### src/rtl/fptrap_pkg.sv
package fptrap_pkg;
  localparam int CLS_W = 3;

  localparam logic [CLS_W-1:0] CLS_ZERO = 3'd0;
  localparam logic [CLS_W-1:0] CLS_DEN  = 3'd1;
  localparam logic [CLS_W-1:0] CLS_NORM = 3'd2;
  localparam logic [CLS_W-1:0] CLS_INF  = 3'd3;
  localparam logic [CLS_W-1:0] CLS_QNAN = 3'd4;
  localparam logic [CLS_W-1:0] CLS_SNAN = 3'd5;

  // suppression strobes from control to datapath
  typedef struct packed {
    logic hushInvalid;
    logic hushDenorm;
    logic hushSpecial;
    logic hushDivZero;
    logic hushOvf;
  } hushStrobesT;
endpackage

### src/rtl/fptrap_ctrl.sv
module fptrap_ctrl
  import fptrap_pkg::*;
#(
  parameter bit FLUSH_DEN_EN = 1'b1,
  parameter bit DEN_HW_EN    = 1'b1,
  parameter bit DZ_MASK_EN   = 1'b1
) (
  input  logic        swComplete,
  input  logic        ctlFlushDen,
  input  logic        ctlDenHw,
  input  logic        ctlInvMask,
  input  logic        ctlDivZeroMask,
  input  logic        ctlOvfMask,
  output hushStrobesT hush
);
  logic flushOk;
  logic hwDenOk;

  always_comb begin
    flushOk = FLUSH_DEN_EN && ctlFlushDen;
    hwDenOk = DEN_HW_EN && ctlDenHw && !ctlFlushDen;
    hush.hushInvalid = swComplete && ctlInvMask;
    hush.hushDenorm  = swComplete && (flushOk || hwDenOk);
    hush.hushSpecial = swComplete;
    hush.hushDivZero = swComplete && DZ_MASK_EN && ctlDivZeroMask;
    hush.hushOvf     = swComplete && ctlOvfMask;
  end
endmodule

### src/rtl/fptrap_dp.sv
module fptrap_dp
  import fptrap_pkg::*;
#(
  parameter bit DZ_MASK_EN = 1'b1
) (
  input  logic             clk,
  input  logic             rstN,
  input  logic             inValid,
  input  logic [CLS_W-1:0] opAClass,
  input  logic [CLS_W-1:0] opBClass,
  input  logic             isDivide,
  input  logic             roundOvf,
  input  logic             swComplete,
  input  hushStrobesT      hush,
  output logic             trapInvalid,
  output logic             trapDivZero,
  output logic             trapOverflow,
  output logic             resultUnpredictable
);
  localparam bit ZZ_AS_DZ = !DZ_MASK_EN;

  logic anySnan, anyDen, anySpecial, zeroZero, infInf;
  logic ieeeInv, validOp, dzCond;
  logic nxtInv, nxtDz, nxtOvf;

  always_comb begin
    anySnan    = (opAClass == CLS_SNAN) || (opBClass == CLS_SNAN);
    anyDen     = (opAClass == CLS_DEN) || (opBClass == CLS_DEN);
    anySpecial = (opAClass == CLS_QNAN) || (opBClass == CLS_QNAN) ||
                 (opAClass == CLS_INF)  || (opBClass == CLS_INF);
    zeroZero   = (opAClass == CLS_ZERO) && (opBClass == CLS_ZERO);
    infInf     = (opAClass == CLS_INF) && (opBClass == CLS_INF);
    ieeeInv    = isDivide && ((zeroZero && !ZZ_AS_DZ) || infInf);
    validOp    = !anySnan && !ieeeInv;

    nxtInv = anySnan
          || (ieeeInv && !hush.hushInvalid)
          || (validOp && anyDen && !hush.hushDenorm)
          || (validOp && anySpecial && !hush.hushSpecial);

    dzCond = isDivide && (opBClass == CLS_ZERO) &&
             ((opAClass == CLS_NORM) || (opAClass == CLS_DEN) ||
              (ZZ_AS_DZ && opAClass == CLS_ZERO));
    nxtDz  = dzCond && !nxtInv && !hush.hushDivZero;
    nxtOvf = roundOvf && !nxtInv && !nxtDz && !hush.hushOvf;
  end

  always_ff @(posedge clk) begin
    if (!rstN) begin
      trapInvalid         <= 1'b0;
      trapDivZero         <= 1'b0;
      trapOverflow        <= 1'b0;
      resultUnpredictable <= 1'b0;
    end else begin
      trapInvalid         <= inValid && nxtInv;
      trapDivZero         <= inValid && nxtDz;
      trapOverflow        <= inValid && nxtOvf;
      resultUnpredictable <= inValid && (nxtInv || nxtDz || nxtOvf);
    end
  end

  assert_snan_invalid_R1: assert property (@(posedge clk) disable iff (!rstN)
    (inValid && (opAClass == CLS_SNAN || opBClass == CLS_SNAN)) |=> trapInvalid);

  assert_one_trap_R8: assert property (@(posedge clk) disable iff (!rstN)
    $onehot0({trapInvalid, trapDivZero, trapOverflow}));

  assert_idle_quiet_R10: assert property (@(posedge clk) disable iff (!rstN)
    !inValid |=> !(trapInvalid || trapDivZero || trapOverflow || resultUnpredictable));

  assert_no_hush_R12: assert property (@(posedge clk) disable iff (!rstN)
    !swComplete |-> (hush == '0));

  assert_div_zero_R6: assert property (@(posedge clk) disable iff (!rstN)
    (inValid && !swComplete && isDivide && opAClass == CLS_NORM &&
     opBClass == CLS_ZERO) |=> trapDivZero);
endmodule

### src/rtl/fptrap_unit.sv
module fptrap_unit
  import fptrap_pkg::*;
#(
  parameter bit FLUSH_DEN_EN = 1'b1,
  parameter bit DEN_HW_EN    = 1'b1,
  parameter bit DZ_MASK_EN   = 1'b1
) (
  input  logic             clk,
  input  logic             rstN,
  input  logic             inValid,
  input  logic [CLS_W-1:0] opAClass,
  input  logic [CLS_W-1:0] opBClass,
  input  logic             isDivide,
  input  logic             roundOvf,
  input  logic             swComplete,
  input  logic             ctlFlushDen,
  input  logic             ctlDenHw,
  input  logic             ctlInvMask,
  input  logic             ctlDivZeroMask,
  input  logic             ctlOvfMask,
  output logic             trapInvalid,
  output logic             trapDivZero,
  output logic             trapOverflow,
  output logic             resultUnpredictable
);
  hushStrobesT hush;

  fptrap_ctrl #(
    .FLUSH_DEN_EN(FLUSH_DEN_EN),
    .DEN_HW_EN   (DEN_HW_EN),
    .DZ_MASK_EN  (DZ_MASK_EN)
  ) u_ctrl (
    .swComplete    (swComplete),
    .ctlFlushDen   (ctlFlushDen),
    .ctlDenHw      (ctlDenHw),
    .ctlInvMask    (ctlInvMask),
    .ctlDivZeroMask(ctlDivZeroMask),
    .ctlOvfMask    (ctlOvfMask),
    .hush          (hush)
  );

  fptrap_dp #(
    .DZ_MASK_EN(DZ_MASK_EN)
  ) u_dp (
    .clk                (clk),
    .rstN               (rstN),
    .inValid            (inValid),
    .opAClass           (opAClass),
    .opBClass           (opBClass),
    .isDivide           (isDivide),
    .roundOvf           (roundOvf),
    .swComplete         (swComplete),
    .hush               (hush),
    .trapInvalid        (trapInvalid),
    .trapDivZero        (trapDivZero),
    .trapOverflow       (trapOverflow),
    .resultUnpredictable(resultUnpredictable)
  );
endmodule

### config.mk
export PLATFORM = sky130hd
export DESIGN_NAME = fptrap_unit
export DESIGN_NICKNAME = d
export VERILOG_FILES = /design/src/rtl/fptrap_pkg.sv /design/src/rtl/fptrap_ctrl.sv /design/src/rtl/fptrap_dp.sv /design/src/rtl/fptrap_unit.sv
export SDC_FILE = /design/constraint.sdc
export NUM_CORES = 1
export LEC_CHECK = 0
export ABC_CLOCK_PERIOD_IN_PS = 1700
export BUFFER_PORTS_ARGS = -buffer_cell sky130_fd_sc_hd__buf_4
export CAP_MARGIN = 30
export CORE_AREA = 2 2 39 41
export DETAILED_ROUTE_END_ITERATION = 12
export DIE_AREA = 0 0 41 43
export HOLD_SLACK_MARGIN = 0.12
export PLACE_DENSITY_LB_ADDON = 0.12
export SLEW_MARGIN = 5
export SYNTH_ARGS = -nofsm -noshare
export SYNTH_HDL_FRONTEND = slang
export SYNTH_SLANG_ARGS = --single-unit
### constraint.sdc
create_clock -name clk -period 1.7 [get_ports clk]
set_clock_uncertainty 0.2 [all_clocks]
set_input_delay 0.255 -clock clk [delete_from_list [all_inputs] [get_ports clk]]
set_output_delay 0.255 -clock clk [all_outputs]
set_load 0.02 [all_outputs]
==> results of run 1 <==
-- worst max-delay path: cells and delay by family --
family | cells | cell delay, ns
AOI/OAI and AO/OA | 2 | 0.45
and+or+nand+nor | 3 | 0.36
buffers and inverters | 1 | 0.12
-- cells in the mapped netlist --
cell	instances	share of area [%]
a2111oi_4	1	10
a21oi_1	1	1.9
a221oi_1	1	3.3
a31oi_1	2	4.7
and2b_1	1	2.8
and3_1	1	2.3
and3b_1	1	3.3
dfxtp_1	4	30
nand2_1	7	9.9
nand3b_1	1	2.8
nand4_1	1	2.3
nor2_1	5	7.0
nor2b_1	2	4.7
nor3_1	1	1.9
nor3_2	1	3.8
o21ai_0	2	3.8
o21ai_1	1	1.9
o21ai_2	1	3.3
-- cell usage in the layout, fill, tap and decap left out, drive strengths merged --
| master | instances |
|---|---|
| a2111oi | 1 |
| and3 | 1 |
| nand3b | 1 |
| nand2 | 7 |
| o21ai | 4 |
| a31oi | 2 |
| a21oi | 1 |
| nand4 | 1 |
| nor3 | 2 |
| and2b | 1 |
| buf | 20 |
| nor2b | 2 |
| clkbuf | 3 |
| a221oi | 1 |
| nor2 | 5 |
| and3b | 1 |
| dfxtp | 4 |
-- layout make-up --
cell class | count | area share, %
multi-input cells | 30 | 40.6
clock buffers | 3 | 4.90
well taps | 16 | 4.36
flip-flops and latches | 4 | 17.4
repair buffers | 20 | 32.7
-- cell families (layout without fill, tap and decap cells) --
logic type | Yosys count | in the layout | share of synthesized area (%)
DFF | 4 | 4 | 30.0
buffers and inverters | 0 | 23 | 0
AOI/OAI and AO/OA | 9 | 9 | 29.1
and+or+nand+nor | 21 | 21 | 40.9
-- final timing paths --
path / start / end / slack [ns]
worst max-delay path: opBClass[2] / u_dp.trapOverflow / 0.43
worst min-delay path: ctlDivZeroMask / u_dp.trapDivZero / 0.13
-- layer usage --
layer | vias to the layer above | part of all wire, %
met2 | 18 | 43
li1 | 172 | -
met3 | 2 | 9.7
met1 | 139 | 45
met5 | - | 0
met4 | 0 | 1.9
-- power by group through the flow --
stage	registers, mW	logic [mW]	clock network (mW)
floorplan	0.105	0.0238	0
global placement	0.100	0.0765	0
detailed placement	0.100	0.0755	0
CTS	0.0989	0.0757	0.121
global route	0.0992	0.0831	0.127
finish	0.0989	0.0752	0.116
-- state kept, by name, indices dropped and copies added (netlist names) --
| signal | count |
|---|---|
| u_dp.trapOverflow | 1 |
| u_dp.resultUnpredictable | 1 |
| u_dp.trapInvalid | 1 |
| u_dp.trapDivZero | 1 |
-- stage by stage --
| stage | setup WS, ns | instance area (um^2) | hold WS (ns) | power (mW) |
|---|---|---|---|---|
| after global routing | 0.327 | 459 | 0.138 | 0.309 |
| after detailed placement | 0.189 | 437 | 0.373 | 0.176 |
| final | 0.425 | 459 | 0.131 | 0.290 |
| after CTS | 0.431 | 459 | 0.128 | 0.295 |
| after global placement | 0.142 | 437 | 0.376 | 0.177 |
| after floorplan | 0.378 | 267 | 0.215 | 0.129 |
==> key figures, run 1 <==
STA
  • Setup repair after global routing missed its margin: false
  • Fmax: just under 0.8 GHz
  • Setup tns final: 0 ns
  • Period minus WS final: 1.27 ns
  • Fin. Hold Viols: 0
  • Relative slew margins: roughly four fifths
  • Tcrit/Tclk final: roughly three quarters
  • Worst-margin pin slew: between 0.3 and 0.4 ns
  • Finish-stage setup viols: 0
  • Final Max Tran Viols: 0

Logic synthesis
  • Seq/Total Area, Yosys: between 30% and 40%
  • Post-Syn Area: 267 um^2
  • Syn nets: between 50 and 60
  • Average size of a mapped cell: about 7.8 um^2
  • Synth unique cells: 18
  • Synth warn: 0
  • Synth Instances: 34
  • Yosys reg bits: 4

Route
  • DR DRC count: 0
  • DR pass1 iterations: 4
  • DRT iter0 DRCs: 6
  • Vias per std cell: approximately 4.5
  • Post-route ant nets: 0
  • Via count: between 300 and 400
  • Final wirelength: slightly below 700 um
  • WL/cell: slightly above 9 um

Layout
  • Utilization after layout: approximately a third
  • Area growth syn-to-layout: 72.3%
  • Register area: roughly 80 um^2
  • Nets@finish: 76
  • Antenna cells: 0
  • Post-route non-filler standard cell count: 73
  • Share of cells above drive strength 1: a little under half
  • Fill cells: roughly 150
  • Footprint of the multi-input gates: between 150 and 200 um^2

Setup path
  • Crit path arrival time: between 1 and 1.5 ns
  • Worst path required time: 1.62 ns
  • CP max-delay cell: a2111oi_4
  • Crit end category: register
  • Setup crit start kind: input port
  • CP cell instances: buf_4, nor2_1, nand2_1, a2111oi_4, o21ai_2, and3_1
  • Crit path largest cell delay: around 0.34 ns
  • Kind of critical path: input port to register
  • CP max FO: 4

Clock network
  • Num CTS Buffers: 3
  • Hold bufs inserted after CTS: 0
  • Clock sinks: 4
  • TritonCTS clock tree: done
  • Cts repair resizes: 0
  • H-tree level count: 1
  • Max Root-Sink Buffers: 2
  • Post-CTS Setup Inserts: 0
  • Root buffer cell: clkbuf_4
  • Worst-path clk slew: roughly 0.040 ns

Die
  • Die W: just over 40 um
  • Die H: roughly 43 um
  • Total core area: about 1400 um^2
  • IO Pins: 21
  • Cell row count: 14
  • Starting Density: 19.3%
  • Die area: ~1800 um^2

Global route
  • Grt met1 use: roughly a tenth
  • Grt met2 use: 12.5%
  • Vias in the first global route: about 270
  • Busiest grt layer: met2
  • GRT overflow: 0
  • GRT met3 Usage: under 10%
  • Initial antenna violation count: 0
  • Total track usage: under 10%
  • Largest net degree at the start of global routing: 6
  • First-pass GRT wire length: between 1 and 1.5 mm

Power
  • Peak supply drop: approximately 0.00016 V
  • Sw Pwr: between 0.07 and 0.08 mW
  • Clk pwr share: 40.0%
  • Net Sw Frac: approximately a quarter
  • Combinational power share: 25.9%
  • Register share of total power: 34.1%
  • Leak Pwr: approximately 0.21 nW
  • P_int: about 0.22 mW
  • Pwr dens: between 600 and 700 nW/um^2

Status
  • Outcome: finished, final reports clean

Placement
  • GPL Wtd Cong: 0.821
  • Placed instance count: 70
  • IO Port Bufs: 20
  • Dpl hpwl: between 500 and 600 um

Job
  • Max-cap violations: 0

Hold path
  • Hold depth: 4
  • Hold Crit Class: input port to register
(Power assumes the default switching activity.)
==> inputs of run 2 (changes only) <==
ABC_AREA = 1   (was default)
ABC_CLOCK_PERIOD_IN_PS = 1200   (was 1700)
CORE_AREA = default   (was 2 2 39 41)
CORE_MARGIN = 2   (was default)
CORE_UTILIZATION = 25   (was default)
DIE_AREA = default   (was 0 0 41 43)
clock period = 1.2 ns   (was 1.7 ns; I/O delays follow)
==> key figures, run 2 <==
Status
  • Outcome: finished, final reports clean

Clock network
  • TritonCTS clock tree: done
  • Post-CTS Setup Inserts: 0 (unchanged)
  • Root buffer cell: clkbuf_4
  • Worst-path clk slew: 0.04 ns (about the same)
  • H-tree level count: 1 (unchanged)
  • Clock sinks: 4 (unchanged)
  • Max Root-Sink Buffers: 2 (unchanged)
  • Num CTS Buffers: 3 (unchanged)

Job
  • Max-cap violations: 0 (unchanged)

Layout
  • Footprint of the multi-input gates: 253 um^2 (+36%)
  • Share of cells above drive strength 1: 49.4% (+3.8 points)
  • Nets@finish: 106 (+39%)
  • Area growth syn-to-layout: 89.3%
  • Antenna cells: 0 (unchanged)
  • Fill cells: 131 (-13%)
  • Commonest cells after routing, fill and taps aside: buf_4, nand2_1, nor2_1
  • Register area: 80.1 um^2 (unchanged)
  • Layout Cell Area excl Fill: 644 um^2 (+40%)
  • Most common cell after layout, fill and taps aside: buf_4

Logic synthesis
  • Count leader, synth: nand2_1
  • FFs w/ async S/R, synth: 0% (unchanged)
  • Yosys reg bits: 4 (unchanged)
  • Share of the synthesized area in the top cell type: 23.5% (-6.5 points)
  • Synth Instances: 54 (+59%)
  • Adder-cell area share of the yosys netlist: 0% (unchanged)
  • Post-synth top area cell: dfxtp_1
  • Simple-gate portion of the synthesized area: 58.8% (+18 points)
  • Seq/Total Area, Yosys: 23.5% (-6.5 points)
  • Syn nets: 71 (+39%)
  • Cell types with the highest counts after synthesis: nand2_1, nor2_1, inv_1
  • Post-synthesis mux area share: 0% (unchanged)
  • Synth unique cells: 17 (-1)
  • Largest family of logic cells by synthesized area: simple AND/OR/NAND/NOR gates
  • Synth area leaders: dfxtp_1, nand2_1, nand2_2, nand3_1, nor2_1
  • Post-Syn Area: 340 um^2 (+28%)
  • Synth warn: 0 (unchanged)
  • Complex-gate fraction of the synthesized area: 8.82% (-20 points)
  • Post-synth EDFFs: 0 (unchanged)
  • Synth Area in XOR/XNOR: 0% (unchanged)
  • Average size of a mapped cell: 6.30 um^2 (-20%)
  • Ys flop type: dfxtp_1

Power
  • Sw Pwr: 0.135 mW (+84%)
  • Net Sw Frac: 28.2% (+3.0 points)
  • Combinational power share: 35.8% (+9.9 points)
  • P_int: 0.343 mW (+58%)
  • Pwr dens: 741 nW/um^2 (+17%)
  • Leak Pwr: 0.322 nW (+56%)
  • Clk pwr share: 34.5% (-5.5 points)
  • Peak supply drop: 0.000215 V (+32%)
  • Register share of total power: 29.7% (-4.4 points)

Die
  • IO Pins: 21 (unchanged)
  • Starting Density: 26.5% (+7.2 points)
  • Total core area: 1280 um^2 (-7.1%)
  • Die area: 1670 um^2 (-5.1%)
  • Cell row count: 13 (-1)
  • Die H: 40.9 um (-4.9%)
  • Die W: 40.9 um (-0.26%)

Route
  • Post-route ant nets: 0 (unchanged)
  • WL/cell: 9.07 um (-2.4%)
  • DRT iter0 DRCs: 5 (-1)
  • Vias per std cell: 4.28 (-5.5%)
  • Via count: 437 (+32%)
  • DR DRC count: 0 (unchanged)
  • DR pass1 iterations: 4 (unchanged)
  • Final wirelength: 925 um (+36%)

Setup path
  • Crit path arrival time: 1.11 ns (-0.09 ns)
  • Crit end category: register
  • Kind of critical path: input port to register
  • CP max FO: 2 (-2)
  • Setup crit start kind: input port
  • Worst path required time: 1.13 ns (-0.49 ns)

STA
  • Tcrit/Tclk final: 99.0%
  • Relative slew margins: 86.5% (+6.9 points)
  • Period minus WS final: between 1 and 1.5 ns
  • Worst-margin pin slew: 0.201 ns (-0.104 ns)
  • Setup repair after global routing missed its margin: false
  • Fin. Hold Viols: 0 (unchanged)
  • Hold Slack: 0.101 ns (-0.0295 ns)
  • Fmax: approximately 0.84 GHz
  • Final WS setup: 0.0125 ns (-0.413 ns)
  • Finish-stage setup viols: 0 (unchanged)
  • Final Max Tran Viols: 0 (unchanged)

Placement
  • DP Worst Slack: -0.217 ns (-0.406 ns)
  • GPL Wtd Cong: 0.765 (-6.8%)
  • IO Port Bufs: 20 (unchanged)
  • DP Area: 539 um^2 (+23%)
  • Dpl hpwl: 686 um (+23%)

Global route
  • Vias in the first global route: 420 (+53%)
  • Largest net degree at the start of global routing: 7 (+1)
  • First-pass GRT wire length: 1.46 mm (+40%)
  • Total track usage: 13.1% (+4.2 points)
  • Initial antenna violation count: 0 (unchanged)
  • GRT overflow: 0 (unchanged)

Hold path
  • Hold Crit Class: input port to register
  • Min-Delay Endpoint: u_dp.trapDivZero
  • Hold_sp: ctlDivZeroMask
  • Hold depth: 4 (unchanged)
-- run 2: metrics by stage --
step / TNS, ns / power (mW) / instances / utilization, %
final: 0 / 0.477 / 102 / 50.1
after global routing: 0 / 0.509 / 102 / 50.1
after CTS: 0 / 0.479 / 102 / 48.4
after detailed placement: -0.676 / 0.290 / 93 / 42.0
after global placement: -0.514 / 0.289 / 93 / 42.0
after floorplan: 0 / 0.213 / 54 / -
-- run 2: cells by family (layout without fill, tap and decap cells) --
group | count (synthesis) | in the layout
and+or+nand+nor | 39 | 39
AOI/OAI and AO/OA | 3 | 3
DFF | 4 | 4
buffers and inverters | 8 | 41
-- run 2: worst max path at each step --
stage                      from                  endpoint
CTS                 opBClass[1]  u_dp.resultUnpredictable
global placement    opBClass[1]  u_dp.resultUnpredictable
global route               rstN  u_dp.resultUnpredictable
detailed placement  opBClass[1]  u_dp.resultUnpredictable
floorplan           opBClass[1]  u_dp.resultUnpredictable
finish                     rstN  u_dp.resultUnpredictable
-- run 2: routing by layer --
layer	share of wire, %	global-route usage [%]	up-vias
met1	44	17.4	188
met5	0	0	-
met4	0	6.67	0
met3	2.4	3.26	0
met2	53	19.1	8
li1	-	-	241
-- run 2: timing repair --
item / CTS / global route
resized for setup: 0 / 7
hold endpoints to repair: 4 / 0
endpoints found under the setup margin: 0 / 4
hold buffers: 6 / 0
-- run 2: layout make-up --
class,instances,share of cell area (%)
sequential,4,12.4
multi-input combinational,42,39.2
tap,15,2.91
clock buffer,3,3.50
timing repair buffer,30,37.3
inverter,8,4.66
-- run 2: worst max-delay path, stage by stage --
cell,delay (ns)
buf_4,0.11
nand2_1,0.07
inv_1,0.05
dlygate4sd3_1,0.57
nand3_2,0.08
nand2_1,0.05
-- run 2: power groups by stage --
stage	Combinational, mW	Clock (mW)	Sequential [mW]
6_report	0.171	0.165	0.142
5_1_grt	0.189	0.177	0.143
4_1_cts	0.161	0.176	0.142
3_5_place_dp	0.146	0	0.144
3_3_place_gp	0.146	0	0.143
2_1_floorplan	0.0618	0	0.151
